[src/rtl/smbt_pkg.sv]
package smbt_pkg;
   localparam int unsigned ADDR_W = 7;
   localparam int unsigned BYTE_W = 8;
   localparam int unsigned BITC_W = $clog2(BYTE_W);

   typedef enum logic [3:0] {
      ST_IDLE,
      ST_RX_BIT,
      ST_BYTE_END,
      ST_STRETCH,
      ST_ACK_SLOT,
      ST_RD_LOAD,
      ST_RD_BIT,
      ST_RD_MACK,
      ST_SKIP
   } eng_state_t;

   function automatic logic addr_hit(input logic [BYTE_W-1:0] frame,
                                     input logic [ADDR_W-1:0] own);
      return frame[BYTE_W-1:1] == own;
   endfunction
endpackage

[src/rtl/smbt_linesync.sv]
module smbt_linesync #(
   parameter int unsigned STAGES = 2
) (
   input  logic clk,
   input  logic rst_n,
   input  logic scl_i,
   input  logic sda_i,
   output logic scl_s,
   output logic sda_s,
   output logic scl_rise,
   output logic scl_fall,
   output logic start_det,
   output logic stop_det
);
   localparam int unsigned NLINES = 2;

   logic [NLINES-1:0] line_in;
   logic [NLINES-1:0] line_sync;
   logic [NLINES-1:0] line_prev;

   assign line_in = {sda_i, scl_i};

   genvar g;
   for (g = 0; g < NLINES; g++) begin : g_line
      logic [STAGES-1:0] pipe;
      always_ff @(posedge clk or negedge rst_n) begin
         if (!rst_n) pipe <= '1;
         else        pipe <= {pipe[STAGES-2:0], line_in[g]};
      end
      assign line_sync[g] = pipe[STAGES-1];
   end

   always_ff @(posedge clk or negedge rst_n) begin
      if (!rst_n) line_prev <= '1;
      else        line_prev <= line_sync;
   end

   assign scl_s     = line_sync[0];
   assign sda_s     = line_sync[1];
   assign scl_rise  =  line_sync[0] & ~line_prev[0];
   assign scl_fall  = ~line_sync[0] &  line_prev[0];
   assign start_det =  line_sync[0] & line_prev[0] &  line_prev[1] & ~line_sync[1];
   assign stop_det  =  line_sync[0] & line_prev[0] & ~line_prev[1] &  line_sync[1];
endmodule

[src/rtl/smbt_watchdog.sv]
module smbt_watchdog #(
   parameter int unsigned TIMEOUT_CYC = 8_750_000
) (
   input  logic clk,
   input  logic rst_n,
   input  logic scl_s,
   output logic tmo
);
   localparam int unsigned CW = $clog2(TIMEOUT_CYC + 1);
   localparam logic [CW-1:0] LIMIT = CW'(TIMEOUT_CYC);
   localparam logic [CW-1:0] LAST  = CW'(TIMEOUT_CYC - 1);

   logic [CW-1:0] low_cnt;

   always_ff @(posedge clk or negedge rst_n) begin
      if (!rst_n)               low_cnt <= '0;
      else if (scl_s)           low_cnt <= '0;
      else if (low_cnt != LIMIT) low_cnt <= low_cnt + 1'b1;
   end

   assign tmo = !scl_s && (low_cnt == LAST);

   assert_tmo_single_R9: assert property (@(posedge clk) disable iff (!rst_n)
      tmo |=> !tmo);
endmodule

[src/rtl/smbt_engine.sv]
module smbt_engine
   import smbt_pkg::*;
#(
   parameter logic [ADDR_W-1:0] OWN_ADDR    = 7'h2C,
   parameter int unsigned       STRETCH_CYC = 64
) (
   input  logic              clk,
   input  logic              rst_n,
   input  logic              scl_s,
   input  logic              sda_s,
   input  logic              scl_rise,
   input  logic              scl_fall,
   input  logic              start_det,
   input  logic              stop_det,
   input  logic              tmo,
   input  logic              rx_accept,
   input  logic [BYTE_W-1:0] tx_byte,
   output logic              sda_oe,
   output logic              scl_oe,
   output logic              rx_stb,
   output logic              rx_cmd,
   output logic              tx_req,
   output logic [BYTE_W-1:0] rx_byte
);
   localparam logic [BITC_W-1:0] LAST_BIT = BITC_W'(BYTE_W - 1);

   eng_state_t        state;
   logic [BITC_W-1:0] bitc;
   logic [BYTE_W-1:0] sh;
   logic              is_addr;
   logic              rw_q;
   logic              first_q;

   logic st_go, st_decide, st_done, st_hold;

   assign st_go = (state == ST_BYTE_END) && scl_fall && !is_addr &&
                  !tmo && !start_det && !stop_det;

   if (STRETCH_CYC == 0) begin : g_nostretch
      assign st_hold   = 1'b0;
      assign st_decide = st_go;
      assign st_done   = st_go;
   end else begin : g_stretch
      localparam int unsigned SW = $clog2(STRETCH_CYC + 1);
      logic [SW-1:0] st_cnt;
      logic          hold_q;
      always_ff @(posedge clk or negedge rst_n) begin
         if (!rst_n) begin
            hold_q <= 1'b0;
            st_cnt <= '0;
         end else if (tmo || start_det || stop_det) begin
            hold_q <= 1'b0;
         end else if (st_go) begin
            hold_q <= 1'b1;
            st_cnt <= SW'(STRETCH_CYC - 1);
         end else if (hold_q) begin
            if (st_cnt == '0) hold_q <= 1'b0;
            else              st_cnt <= st_cnt - 1'b1;
         end
      end
      assign st_hold   = hold_q;
      assign st_decide = hold_q && (st_cnt == SW'(1));
      assign st_done   = hold_q && (st_cnt == '0);
   end

   assign scl_oe = st_hold;

   always_ff @(posedge clk or negedge rst_n) begin
      if (!rst_n) begin
         state   <= ST_IDLE;
         bitc    <= '0;
         sh      <= '0;
         is_addr <= 1'b0;
         rw_q    <= 1'b0;
         first_q <= 1'b0;
         sda_oe  <= 1'b0;
         rx_stb  <= 1'b0;
         rx_cmd  <= 1'b0;
         rx_byte <= '0;
         tx_req  <= 1'b0;
      end else begin
         rx_stb <= 1'b0;
         tx_req <= 1'b0;
         if (tmo || stop_det) begin
            state  <= ST_IDLE;
            sda_oe <= 1'b0;
         end else if (start_det) begin
            state   <= ST_RX_BIT;
            is_addr <= 1'b1;
            first_q <= 1'b1;
            bitc    <= '0;
            sda_oe  <= 1'b0;
         end else begin
            unique case (state)
               ST_RX_BIT: if (scl_rise) begin
                  sh   <= {sh[BYTE_W-2:0], sda_s};
                  bitc <= bitc + 1'b1;
                  if (bitc == LAST_BIT) begin
                     state <= ST_BYTE_END;
                     if (!is_addr) begin
                        rx_stb  <= 1'b1;
                        rx_byte <= {sh[BYTE_W-2:0], sda_s};
                        rx_cmd  <= first_q;
                        first_q <= 1'b0;
                     end
                  end
               end
               ST_BYTE_END: if (scl_fall) begin
                  if (is_addr) begin
                     if (addr_hit(sh, OWN_ADDR)) begin
                        sda_oe <= 1'b1;
                        rw_q   <= sh[0];
                        state  <= ST_ACK_SLOT;
                     end else begin
                        state <= ST_SKIP;
                     end
                  end else begin
                     if (st_decide) sda_oe <= rx_accept;
                     state <= st_done ? ST_ACK_SLOT : ST_STRETCH;
                  end
               end
               ST_STRETCH: begin
                  if (st_decide) sda_oe <= rx_accept;
                  if (st_done)   state  <= ST_ACK_SLOT;
               end
               ST_ACK_SLOT: begin
                  if (scl_rise && is_addr && rw_q) tx_req <= 1'b1;
                  if (scl_fall) begin
                     bitc    <= '0;
                     is_addr <= 1'b0;
                     if (is_addr && rw_q) begin
                        sh     <= tx_byte;
                        sda_oe <= ~tx_byte[BYTE_W-1];
                        state  <= ST_RD_BIT;
                     end else begin
                        sda_oe <= 1'b0;
                        state  <= ST_RX_BIT;
                     end
                  end
               end
               ST_RD_BIT: if (scl_fall) begin
                  bitc <= bitc + 1'b1;
                  if (bitc == LAST_BIT) begin
                     sda_oe <= 1'b0;
                     state  <= ST_RD_MACK;
                  end else begin
                     sh     <= {sh[BYTE_W-2:0], 1'b0};
                     sda_oe <= ~sh[BYTE_W-2];
                  end
               end
               ST_RD_MACK: if (scl_rise) begin
                  if (!sda_s) begin
                     tx_req <= 1'b1;
                     state  <= ST_RD_LOAD;
                  end else begin
                     state <= ST_SKIP;
                  end
               end
               ST_RD_LOAD: if (scl_fall) begin
                  sh     <= tx_byte;
                  sda_oe <= ~tx_byte[BYTE_W-1];
                  bitc   <= '0;
                  state  <= ST_RD_BIT;
               end
               default: ;
            endcase
         end
      end
   end

   assert_sda_moves_low_R10: assert property (@(posedge clk) disable iff (!rst_n)
      (sda_oe != $past(sda_oe)) |-> !$past(scl_s));
   assert_rx_write_only_R4: assert property (@(posedge clk) disable iff (!rst_n)
      rx_stb |-> !rw_q);
   assert_txreq_read_only_R6: assert property (@(posedge clk) disable iff (!rst_n)
      tx_req |-> rw_q);
   assert_stretch_in_low_R8: assert property (@(posedge clk) disable iff (!rst_n)
      $rose(scl_oe) |-> !scl_s);
endmodule

[src/rtl/smbus_target.sv]
module smbus_target
   import smbt_pkg::*;
#(
   parameter logic [ADDR_W-1:0] OWN_ADDR    = 7'h2C,
   parameter int unsigned       SYNC_STAGES = 2,
   parameter int unsigned       TIMEOUT_CYC = 8_750_000,
   parameter int unsigned       STRETCH_CYC = 64
) (
   input  logic              clk,
   input  logic              rst_n,
   input  logic              scl_i,
   input  logic              sda_i,
   output logic              scl_oe,
   output logic              sda_oe,
   output logic [BYTE_W-1:0] rx_byte,
   output logic              rx_stb,
   output logic              rx_cmd,
   input  logic              rx_accept,
   input  logic [BYTE_W-1:0] tx_byte,
   output logic              tx_req,
   output logic              tmo_flag
);
   if (SYNC_STAGES < 2) begin : g_bad_sync
      $error("SYNC_STAGES must be 2 or more");
   end
   if (TIMEOUT_CYC < 64) begin : g_bad_tmo
      $error("TIMEOUT_CYC too small");
   end
   if (STRETCH_CYC != 0 && (STRETCH_CYC < 2 || STRETCH_CYC * 4 >= TIMEOUT_CYC)) begin : g_bad_str
      $error("STRETCH_CYC must be 0, or at least 2 and under a quarter of TIMEOUT_CYC");
   end

   logic scl_s, sda_s, scl_rise, scl_fall, start_det, stop_det, tmo;

   smbt_linesync #(.STAGES(SYNC_STAGES)) u_sync (
      .clk       (clk),
      .rst_n     (rst_n),
      .scl_i     (scl_i),
      .sda_i     (sda_i),
      .scl_s     (scl_s),
      .sda_s     (sda_s),
      .scl_rise  (scl_rise),
      .scl_fall  (scl_fall),
      .start_det (start_det),
      .stop_det  (stop_det)
   );

   smbt_watchdog #(.TIMEOUT_CYC(TIMEOUT_CYC)) u_wdog (
      .clk   (clk),
      .rst_n (rst_n),
      .scl_s (scl_s),
      .tmo   (tmo)
   );

   smbt_engine #(.OWN_ADDR(OWN_ADDR), .STRETCH_CYC(STRETCH_CYC)) u_eng (
      .clk       (clk),
      .rst_n     (rst_n),
      .scl_s     (scl_s),
      .sda_s     (sda_s),
      .scl_rise  (scl_rise),
      .scl_fall  (scl_fall),
      .start_det (start_det),
      .stop_det  (stop_det),
      .tmo       (tmo),
      .rx_accept (rx_accept),
      .tx_byte   (tx_byte),
      .sda_oe    (sda_oe),
      .scl_oe    (scl_oe),
      .rx_stb    (rx_stb),
      .rx_cmd    (rx_cmd),
      .tx_req    (tx_req),
      .rx_byte   (rx_byte)
   );

   assign tmo_flag = tmo;

   assert_tmo_release_R9: assert property (@(posedge clk) disable iff (!rst_n)
      tmo |=> (!sda_oe && !scl_oe));
   assert_strobes_apart_R6: assert property (@(posedge clk) disable iff (!rst_n)
      !(rx_stb && tx_req));
endmodule

[config.mk]
export PLATFORM = sky130hd
export DESIGN_NAME = smbus_target
export DESIGN_NICKNAME = d
export VERILOG_FILES = /design/src/rtl/smbt_pkg.sv /design/src/rtl/smbt_linesync.sv /design/src/rtl/smbt_watchdog.sv /design/src/rtl/smbt_engine.sv /design/src/rtl/smbus_target.sv
export SDC_FILE = /design/constraint.sdc
export NUM_CORES = 1
export LEC_CHECK = 0
export CORE_UTILIZATION = 30
export CTS_BUF_LIST = sky130_fd_sc_hd__clkbuf_8 sky130_fd_sc_hd__clkbuf_16
export DETAILED_ROUTE_END_ITERATION = 8
export HOLD_SLACK_MARGIN = 0.05
export SKIP_LAST_GASP = 1
export SYNTH_ARGS = -nofsm -noshare
export SYNTH_HDL_FRONTEND = slang
export SYNTH_SLANG_ARGS = --single-unit
[constraint.sdc]
create_clock -name clk -period 2.8 [get_ports clk]
set_input_delay 0.42 -clock clk [delete_from_list [all_inputs] [get_ports clk]]
set_output_delay 0.42 -clock clk [all_outputs]
set_load 0.05 [all_outputs]
==> results of run 1 <==
[where the power goes]
part | internal, mW | switching (mW) | total, mW
clock | 0.958 | 0.429 | 1.39
sequential | 1.16 | 0.268 | 1.43
combinational | 0.508 | 0.531 | 1.04
[cells by family (layout without fill, tap and decap cells)]
logic type / Yosys count / after routing / share of synthesized area
AOI/OAI and AO/OA: 64 / 64 / 0.120
xor gates and xnor gates: 21 / 21 / 0.0492
adders and majority gates: 7 / 7 / 0.0234
buffers and inverters: 38 / 69 / 0.0432
DFF: 68 / 68 / 0.457
muxes: 20 / 20 / 0.0599
and+or+nand+nor: 169 / 169 / 0.247
[layer usage]
layer / up-vias / part of all wire / routed length [um] / global-route usage
met5: - / 0 / 0 / 0
met4: 0 / 0.017 / 144 / 0.0456
met3: 16 / 0.036 / 302 / 0.0404
met2: 57 / 0.47 / 3960 / 0.227
met1: 1431 / 0.47 / 3940 / 0.180
li1: 1428 / - / - / -
[state kept, by name, summed over array words and instances (netlist names), 2 cells and up]
name	count
u_eng.bitc	3
u_eng.g_stretch.st_cnt	7
u_sync.line_prev	2
u_eng.state	4
u_eng.rx_byte	8
u_eng.sh	8
u_wdog.low_cnt	24
u_sync.g_line.pipe	4
[area by class of cell]
class,instances,area share
clock inverter,7,0.0308
inverter,18,0.0149
tap,168,0.0463
clock buffer,9,0.0496
timing repair buffer,35,0.0711
multi-input combinational,281,0.411
sequential,68,0.376
[cells in the final DEF, fill, tap and decap left out, types with 13 or more instances in the layout]
| master | count |
|---|---|
| sky130_fd_sc_hd__clkdlybuf4s50_1 | 24 |
| sky130_fd_sc_hd__nand2_1 | 45 |
| sky130_fd_sc_hd__mux2_2 | 19 |
| sky130_fd_sc_hd__dfrtp_1 | 62 |
| sky130_fd_sc_hd__nand3_1 | 16 |
| sky130_fd_sc_hd__inv_1 | 18 |
| sky130_fd_sc_hd__xnor2_1 | 13 |
| sky130_fd_sc_hd__nor2_1 | 32 |
| sky130_fd_sc_hd__o21ai_0 | 15 |
| sky130_fd_sc_hd__a21oi_1 | 16 |
[worst max-delay path, stage by stage (launching register included)]
cell	delay, ns
sky130_fd_sc_hd__dfrtp_1	0.41
sky130_fd_sc_hd__ha_1	0.22
sky130_fd_sc_hd__and3_1	0.31
sky130_fd_sc_hd__nand4_1	0.22
sky130_fd_sc_hd__nor2_1	0.29
sky130_fd_sc_hd__buf_4	0.26
[path summary, 6_finish.rpt]
path / endpoint / slack, ns / cells after the start
hold / removal: u_sync.g_line[1].pipe[1] / 0.36 / 0
min in group asynchronous: u_wdog.low_cnt[2] / 0.56 / 2
setup reg to reg: u_eng.sh[7] / 0.36 / 5
max in group asynchronous: u_sync.line_prev[1] / 1.51 / 3
hold reg to reg: u_sync.g_line[1].pipe[1] / 0.36 / 0
setup / recovery: tmo_flag / 0.34 / 5
[what timing repair did]
item                                   in CTS  in global routing
buffers inserted                            0                  0
endpoints found under the hold margin      17                  0
hold buffers                                1                  0
setup endpoints to repair                   0                  0
[per-stage QoR]
step           cells  instance area (um^2)
6_report         586                  4540
5_1_grt          586                  4540
4_1_cts          586                  4540
3_5_place_dp     569                  4170
3_3_place_gp     569                  4170
2_1_floorplan    387                  3740
==> flow_results.org, run 1 <==
** Timing
- Slew of the pin with the lowest slew margin :: around 0.66 ns
- Setup repair after global routing missed its margin :: no
- Number of failing setup endpoints in the final timing report :: 0
- Final worst path period need :: about 2.5 ns
- For the final database, setup skew stands at between 0.006 and 0.007 ns.
- Dividing the final minimum period by the clock period gives 0.878.
- Setup tns final :: 0 ns
- Max-slew violation count :: 0
- The tightest hold path in the finished design has a slack of 0.359 ns.
- Headroom to the max-slew limit :: 0.562
- Peak clock frequency supported by timing :: 0.407 GHz
- Total count of hold-check failures in the final report :: 0
- Setup slack on the critical path of the routed design comes to ~0.34 ns.

** Logic synthesis
- After synthesis, the share of flip-flops with an asynchronous set or reset is 1.00.
- Among all flip-flop cells after synthesis, the most frequent one is sky130_fd_sc_hd__dfrtp_1.
- Fraction of the yosys area taken by sequential cells :: 0.457
- The number of nets in the synthesized netlist is slightly above 400.
- Counting distinct cell types in the post-synthesis netlist gives 63.
- Cells after synthesis :: ~390
- Cell types occupying the most area after synthesis :: sky130_fd_sc_hd__dfrtp_1 (41%), sky130_fd_sc_hd__mux2_2 (5.7%), sky130_fd_sc_hd__nand2_1 (4.5%), sky130_fd_sc_hd__dfstp_2 (4.2%), sky130_fd_sc_hd__nor2_1 (3.2%)
- Ranking of synthesized cells by instance count :: sky130_fd_sc_hd__dfrtp_1 (62), sky130_fd_sc_hd__nand2_1 (45), sky130_fd_sc_hd__nor2_1 (32), sky130_fd_sc_hd__mux2_2 (19), sky130_fd_sc_hd__inv_1 (17)
- In this run the mean area of a mapped cell was 9.66 um^2.
- Top cell type's share of synthesized area :: 0.415
- The largest total area in the synthesized netlist belongs to sky130_fd_sc_hd__dfrtp_1.
- In this run, synthesis inferred 0 flip-flops with an integrated enable.
- Summing every instance area after synthesis gives 3740 um^2.
- Yosys instantiated no cell more often than sky130_fd_sc_hd__dfrtp_1.
- In this run, synthesis produced a sequential element count of just under 70.
- Number of warnings printed during yosys synthesis :: 0

** Route
- Summed over all layers, the routed wires come to 8350 um.
- Number of remaining DRC errors :: 0
- The detailed router finished its first iteration with approximately 170 violations.
- Number of antenna-violating nets in the routed design :: 0
- Detailed-route vias per instance :: ~5
- Vias post-DR :: slightly below 3000
- The first detailed-routing pass ran for 7 iterations.
- In the final routed layout, each cell accounts on average for between 10 and 15 um.

** Floorplanning
- Die boundary width :: approximately 110 um
- DIE HEIGHT :: between 100 and 150 um
- Number of standard-cell rows in the floorplan :: 40
- Core Area :: 12100 um^2
- For this design the top-level I/O count stands at 27.
- Effective utilization at floorplan :: 0.310
- The die covers 12900 um^2.

** Layout
- Number of nets in the layout :: 433
- After filler insertion, the fill cell instance count of the layout stands at 1224.
- Summing all flip-flop and latch instances after layout gives 1710 um^2.
- Share of cells above drive strength 1 :: 0.148
- Summing all multi-input logic gate instances after layout gives 1870 um^2.
- Final design utilization :: 0.377
- Diode insertion count for antenna repair :: 0
- Area added between synthesis and finish :: 21.5%

** Power
- Total chip power :: 3.85 mW
- The worst-case IR drop observed on VDD is approximately 440 uV.
- In this run the static leakage power is about 1.9 nW.
- Ratio of total power to cell area :: about 850 nW/um^2

** CTS
- The longest clock path from root to sink contains 2 buffers.
- Buffers inserted during clock tree synthesis total 9.
- The tree built by TritonCTS fans out to 68 sinks.
- Max H-tree Level :: 3
- Clock-pin slew was measured on the worst setup and hold paths at 0.06 ns.
- TritonCTS clock tree :: built
- Post-CTS resize count :: 0
- Clock latency on the worst-skew pair, taken at its later pin, is 0.33 ns.
- CTS placed an instance of sky130_fd_sc_hd__clkbuf_16 at the clock tree root.

** Critical path
- Origin of the critical flop-to-flop path :: u_eng.state[0]
- For the worst setup path, the data arrival time is 2.04 ns.
- Beginning of the critical path :: u_wdog.low_cnt[1]
- The worst setup path is captured at an output pin.
- Data required time of the critical path :: 2.38 ns
- The worst setup path is launched from a register.
- Critical path class :: register to output pin
- Crit Path Max Fanout :: 5

** Placement
- After legalization and detailed placement, the total HPWL measured between 5000 and 6000 um.
- Number of buffer cells added on primary ports :: 26
- OpenSTA, run right after detailed placement, puts the worst setup slack at roughly 0.39 ns.
- Weighted congestion at the end of routability-driven global placement :: around 0.86

** Global route
- GRT Overall Usage :: 0.140
- First-pass GRT wire length :: between 10000 and 15000 um
- Remaining global-route overflow :: 0
- Maximum number of pins on one net before global-route repair :: 26
- Via count of the first global-routing pass :: 2973
- Initial antenna violation count :: 0

** Job
- Number of max-cap violations :: 0

** Run status
- The run finished with clean final reports.

** Min path
- Worst hold path class :: register to register
- The worst hold path begins at u_sync.g_line[1].pipe[0].
Power figures use the tool's default switching activity.
==> run 2: changes to the inputs <==
- clock period: 2.8 -> 3 ns (I/O delays scaled with it)
==> run 2 against run 1 <==
Against the previous run:
- global-route usage shrank 0.070 points
- setup slack gained 0.071 ns
- critical path type unchanged
- first-iteration DRC count grew 2.4%
- largest power group unchanged
- die area is the same
==> flow_results.org, run 2 (synthesis results as in run 1) <==
** Global route
- After global routing the overflow that remains totals 0.
- The initial antenna violation count is 0.
- For this run, the total global-route usage over all layers was measured as 0.140.
- The first global-routing pass estimated roughly 14000 um of wire.
- Maximum number of pins on one net before global-route repair :: between 40 and 50
- Via count of the first global-routing pass :: 2884

** Critical path
- Data on the critical path is required at its endpoint by 2.55 ns.
- Setup crit end :: tmo_flag
- Worst setup SP type :: register
- For this design, the slowest cell found on the critical path is sky130_fd_sc_hd__nor4bb_1.
- In this run the number of cells on the critical path is 4.
- The worst setup path is captured at an output pin.
- Origin of the critical flop-to-flop path :: u_wdog.low_cnt[0]
- The worst register-to-register path has a depth of 6.
- Delay of the slowest cell on the worst path :: 0.47 ns
- In this design, the largest share of critical-path delay is due to simple AND/OR/NAND/NOR gates.
- Reg-to-reg endpoint :: u_eng.sh[4]
- Buffers & Inverters on Critical Path :: 1
- Of all nets on the critical path, the largest fanout is 7.
- Slack of the worst reg-to-reg path :: between 0.5 and 0.6 ns
- Critical path class :: register to output pin
- Data on the critical path arrives at its endpoint at 2.14 ns.
- Beginning of the critical path :: u_wdog.low_cnt[16]
- The signal on the critical path passes through nor4bb_1 > nand4_1 > nor2_1 > buf_4.

** Layout
- Once layout is done, the placed cells without fillers occupy 4480 um^2.
- The largest registers in the layout are u_wdog.low_cnt: 24 flops, u_eng.rx_byte: 8 flops, u_eng.sh: 8 flops.
- Leaving out fill and tap cells, the most frequent cells in the layout are sky130_fd_sc_hd__dfrtp_1 (62), sky130_fd_sc_hd__nand2_1 (45), sky130_fd_sc_hd__nor2_1 (32), sky130_fd_sc_hd__clkdlybuf4s50_1 (24), sky130_fd_sc_hd__mux2_2 (19).
- u_wdog.low_cnt holds more flip-flops than any other register.
- Flip-flop count of the largest register, all copies and words added :: 24
- Of the cells placed in the final design, the portion with a size suffix greater than 1 is 0.147.
- The repair_antennas step left the layout with diodes totalling 0.
- The library cell used most frequently in the layout, excluding fill and tap cells, is sky130_fd_sc_hd__dfrtp_1.
- Number of non-filler instances in the completed layout :: between 500 and 600
- Area added between synthesis and finish :: 19.7%
- The final layout contains 430 nets.

** Timing
- Setup repair after global routing missed its margin :: no
- Peak clock frequency supported by timing :: 0.386 GHz
- Clock skew on the completed layout was measured at 0.00453 ns.
- Across all setup checks in the final design, the least slack found is a little over 0.4 ns.
- In the finished design, the share of the clock period the worst path needs comes to 0.863.
- Number of failing setup endpoints in the final timing report :: 0
- Total count of hold-check failures in the final report :: 0
- Max-slew violation count :: 0
- Final worst path period need :: 2.59 ns
- In this run the tightest slew margin relative to its limit is 0.539.
- At the pin with the least slew margin, the transition time is ~0.69 ns.
- Setup tns final :: 0 ns

** CTS
- Max H-tree Level :: 3
- TritonCTS clock tree :: built
- Post-CTS Repair Setup Buffers :: 0
- Post-cts hold buffer count :: 0
- CTS Sinks :: 68
- The tree is rooted in a sky130_fd_sc_hd__clkbuf_16.
- Number of CTS-inserted buffers :: 9
- After clock tree synthesis, the clock-pin slew on the worst setup and hold paths is about 0.06 ns.
- Counting along the longest clock path gives a buffer depth of 2.
- Latest clock arrival within the worst-skew pair :: 0.33 ns
- Gates resized during post-CTS repair numbered 0.

** Placement
- Port buffering added 26 buffers.
- Count of placed standard cells including taps :: approximately 570
- Once placement finished, the instance area stood at 4170 um^2.
- At the placement stage, the worst setup path has a slack of around 0.56 ns.
- Detailed placement ended at an HPWL of approximately 5800 um.
- Routability-driven placement finished with a final weighted congestion of between 0.8 and 0.9.

** Floorplanning
- From left edge to right edge, the die measures roughly 110 um.
- DIE HEIGHT :: between 100 and 150 um
- Core Area :: roughly 12000 um^2
- The die covers roughly 13000 um^2.
- Number of standard-cell rows in the floorplan :: 40
- The initial utilization of the core area, before any placement, comes to 0.310.
- Count of boundary I/O pins :: 27

** Power
- IR analysis of the VDD net gives a maximum drop of approximately 310 uV.
- Total net switching power :: 1.14 mW
- Total chip power :: around 3.4 mW
- The share of total power dissipated in sequential elements is 0.384.
- Total leakage power :: ~1.9 nW
- Of the total power, the share spent switching nets is 0.336.
- Internal power :: between 2 and 2.5 mW
- Part of the power in combinational logic :: 0.295
- For this design the ratio of total power to cell area is 758 nW/um^2.
- The share of total power dissipated in the clock network is 0.321.

** Route
- For this run, the detailed router's first-pass iteration total came to 4.
- For this block, the routed nets add up to between 8000 and 9000 um of wire.
- In this run, the number of DRC markers left after iteration 0 of detailed routing was approximately 170.
- Detailed-route vias per instance :: 4.98
- Number of antenna-violating nets in the routed design :: 0
- Vias post-DR :: 2902
- After detailed routing, the average wire length per cell comes to approximately 14 um.
- For this run, design rule violations remaining after detail routing come to 0.

** Run status
- Run status :: completed

** Job
- Number of max-cap violations :: 0

** Min path
- The path class of the tightest hold or removal check is primary input to async pin.
-- run 2: changes by cell type in the layout (fill, tap and decap cells not counted) --
cell	previous run	this run
sky130_fd_sc_hd__buf_4	9	6
sky130_fd_sc_hd__inv_6	0	1
sky130_fd_sc_hd__buf_12	0	1
sky130_fd_sc_hd__clkinv_4	1	0
sky130_fd_sc_hd__clkinv_2	0	1
sky130_fd_sc_hd__dlygate4sd3_1	1	0
sky130_fd_sc_hd__clkbuf_8	0	2
sky130_fd_sc_hd__bufinv_16	4	1
sky130_fd_sc_hd__clkinvlp_4	1	2
sky130_fd_sc_hd__inv_1	18	17
-- run 2: area by class of cell --
class                   count  area (um^2)
multi-input cells         281         1870
clock buffers              11          253
fillers                  1201         7580
inverters                  18         67.6
well taps                 168          210
flip-flops and latches     68         1710
clock inverters             5         58.8
repair buffers             32          310
-- run 2: through the flow --
stage | hold WS [ns] | utilization
after floorplan | 0.154 | -
after global placement | 0.347 | 0.345
after detailed placement | 0.347 | 0.345
after CTS | 0.172 | 0.371
after global routing | 0.221 | 0.371
final | 0.157 | 0.371
-- run 2: worst reg2reg max path: stages (launching register included) --
cell and delay (ns):
sky130_fd_sc_hd__dfrtp_1 0.40, sky130_fd_sc_hd__ha_1 0.23, sky130_fd_sc_hd__and3_1 0.25, sky130_fd_sc_hd__nand4_1 0.20, sky130_fd_sc_hd__o21ai_2 0.20, sky130_fd_sc_hd__a2111oi_4 0.64
sky130_fd_sc_hd__mux2_2 0.41
-- run 2: how the worst min path moves through the flow --
stage	slack [ns]	endpoint	depth (start not counted)	start
after detailed placement	0.35	u_sync.g_line[0].pipe[1]	0	u_sync.g_line[0].pipe[0]
final	0.16	u_wdog.low_cnt[17]	1	rst_n
after global routing	0.22	u_wdog.low_cnt[15]	1	rst_n
after CTS	0.17	u_wdog.low_cnt[17]	1	rst_n
after floorplan	0.15	u_eng.bitc[0]	0	rst_n
after global placement	0.35	u_sync.g_line[0].pipe[1]	0	u_sync.g_line[0].pipe[0]
-- run 2: per-layer routing --
layer  global-route usage  vias to the layer above  wire [um]
met5                    0                        -          0
met4               0.0535                        0        150
met3               0.0335                       14        348
met2                0.223                       69       3960
met1                0.183                     1393       3750
li1                     -                     1426          -
-- run 2: power groups by stage --
stage / registers [mW] / clock network (mW) / logic (mW)
after floorplan: 1.23 / 0 / 0.835
after global placement: 1.31 / 0 / 0.979
after detailed placement: 1.31 / 0 / 0.999
after CTS: 1.30 / 1.12 / 1.00
after global routing: 1.33 / 1.16 / 1.12
final: 1.30 / 1.09 / 1.00
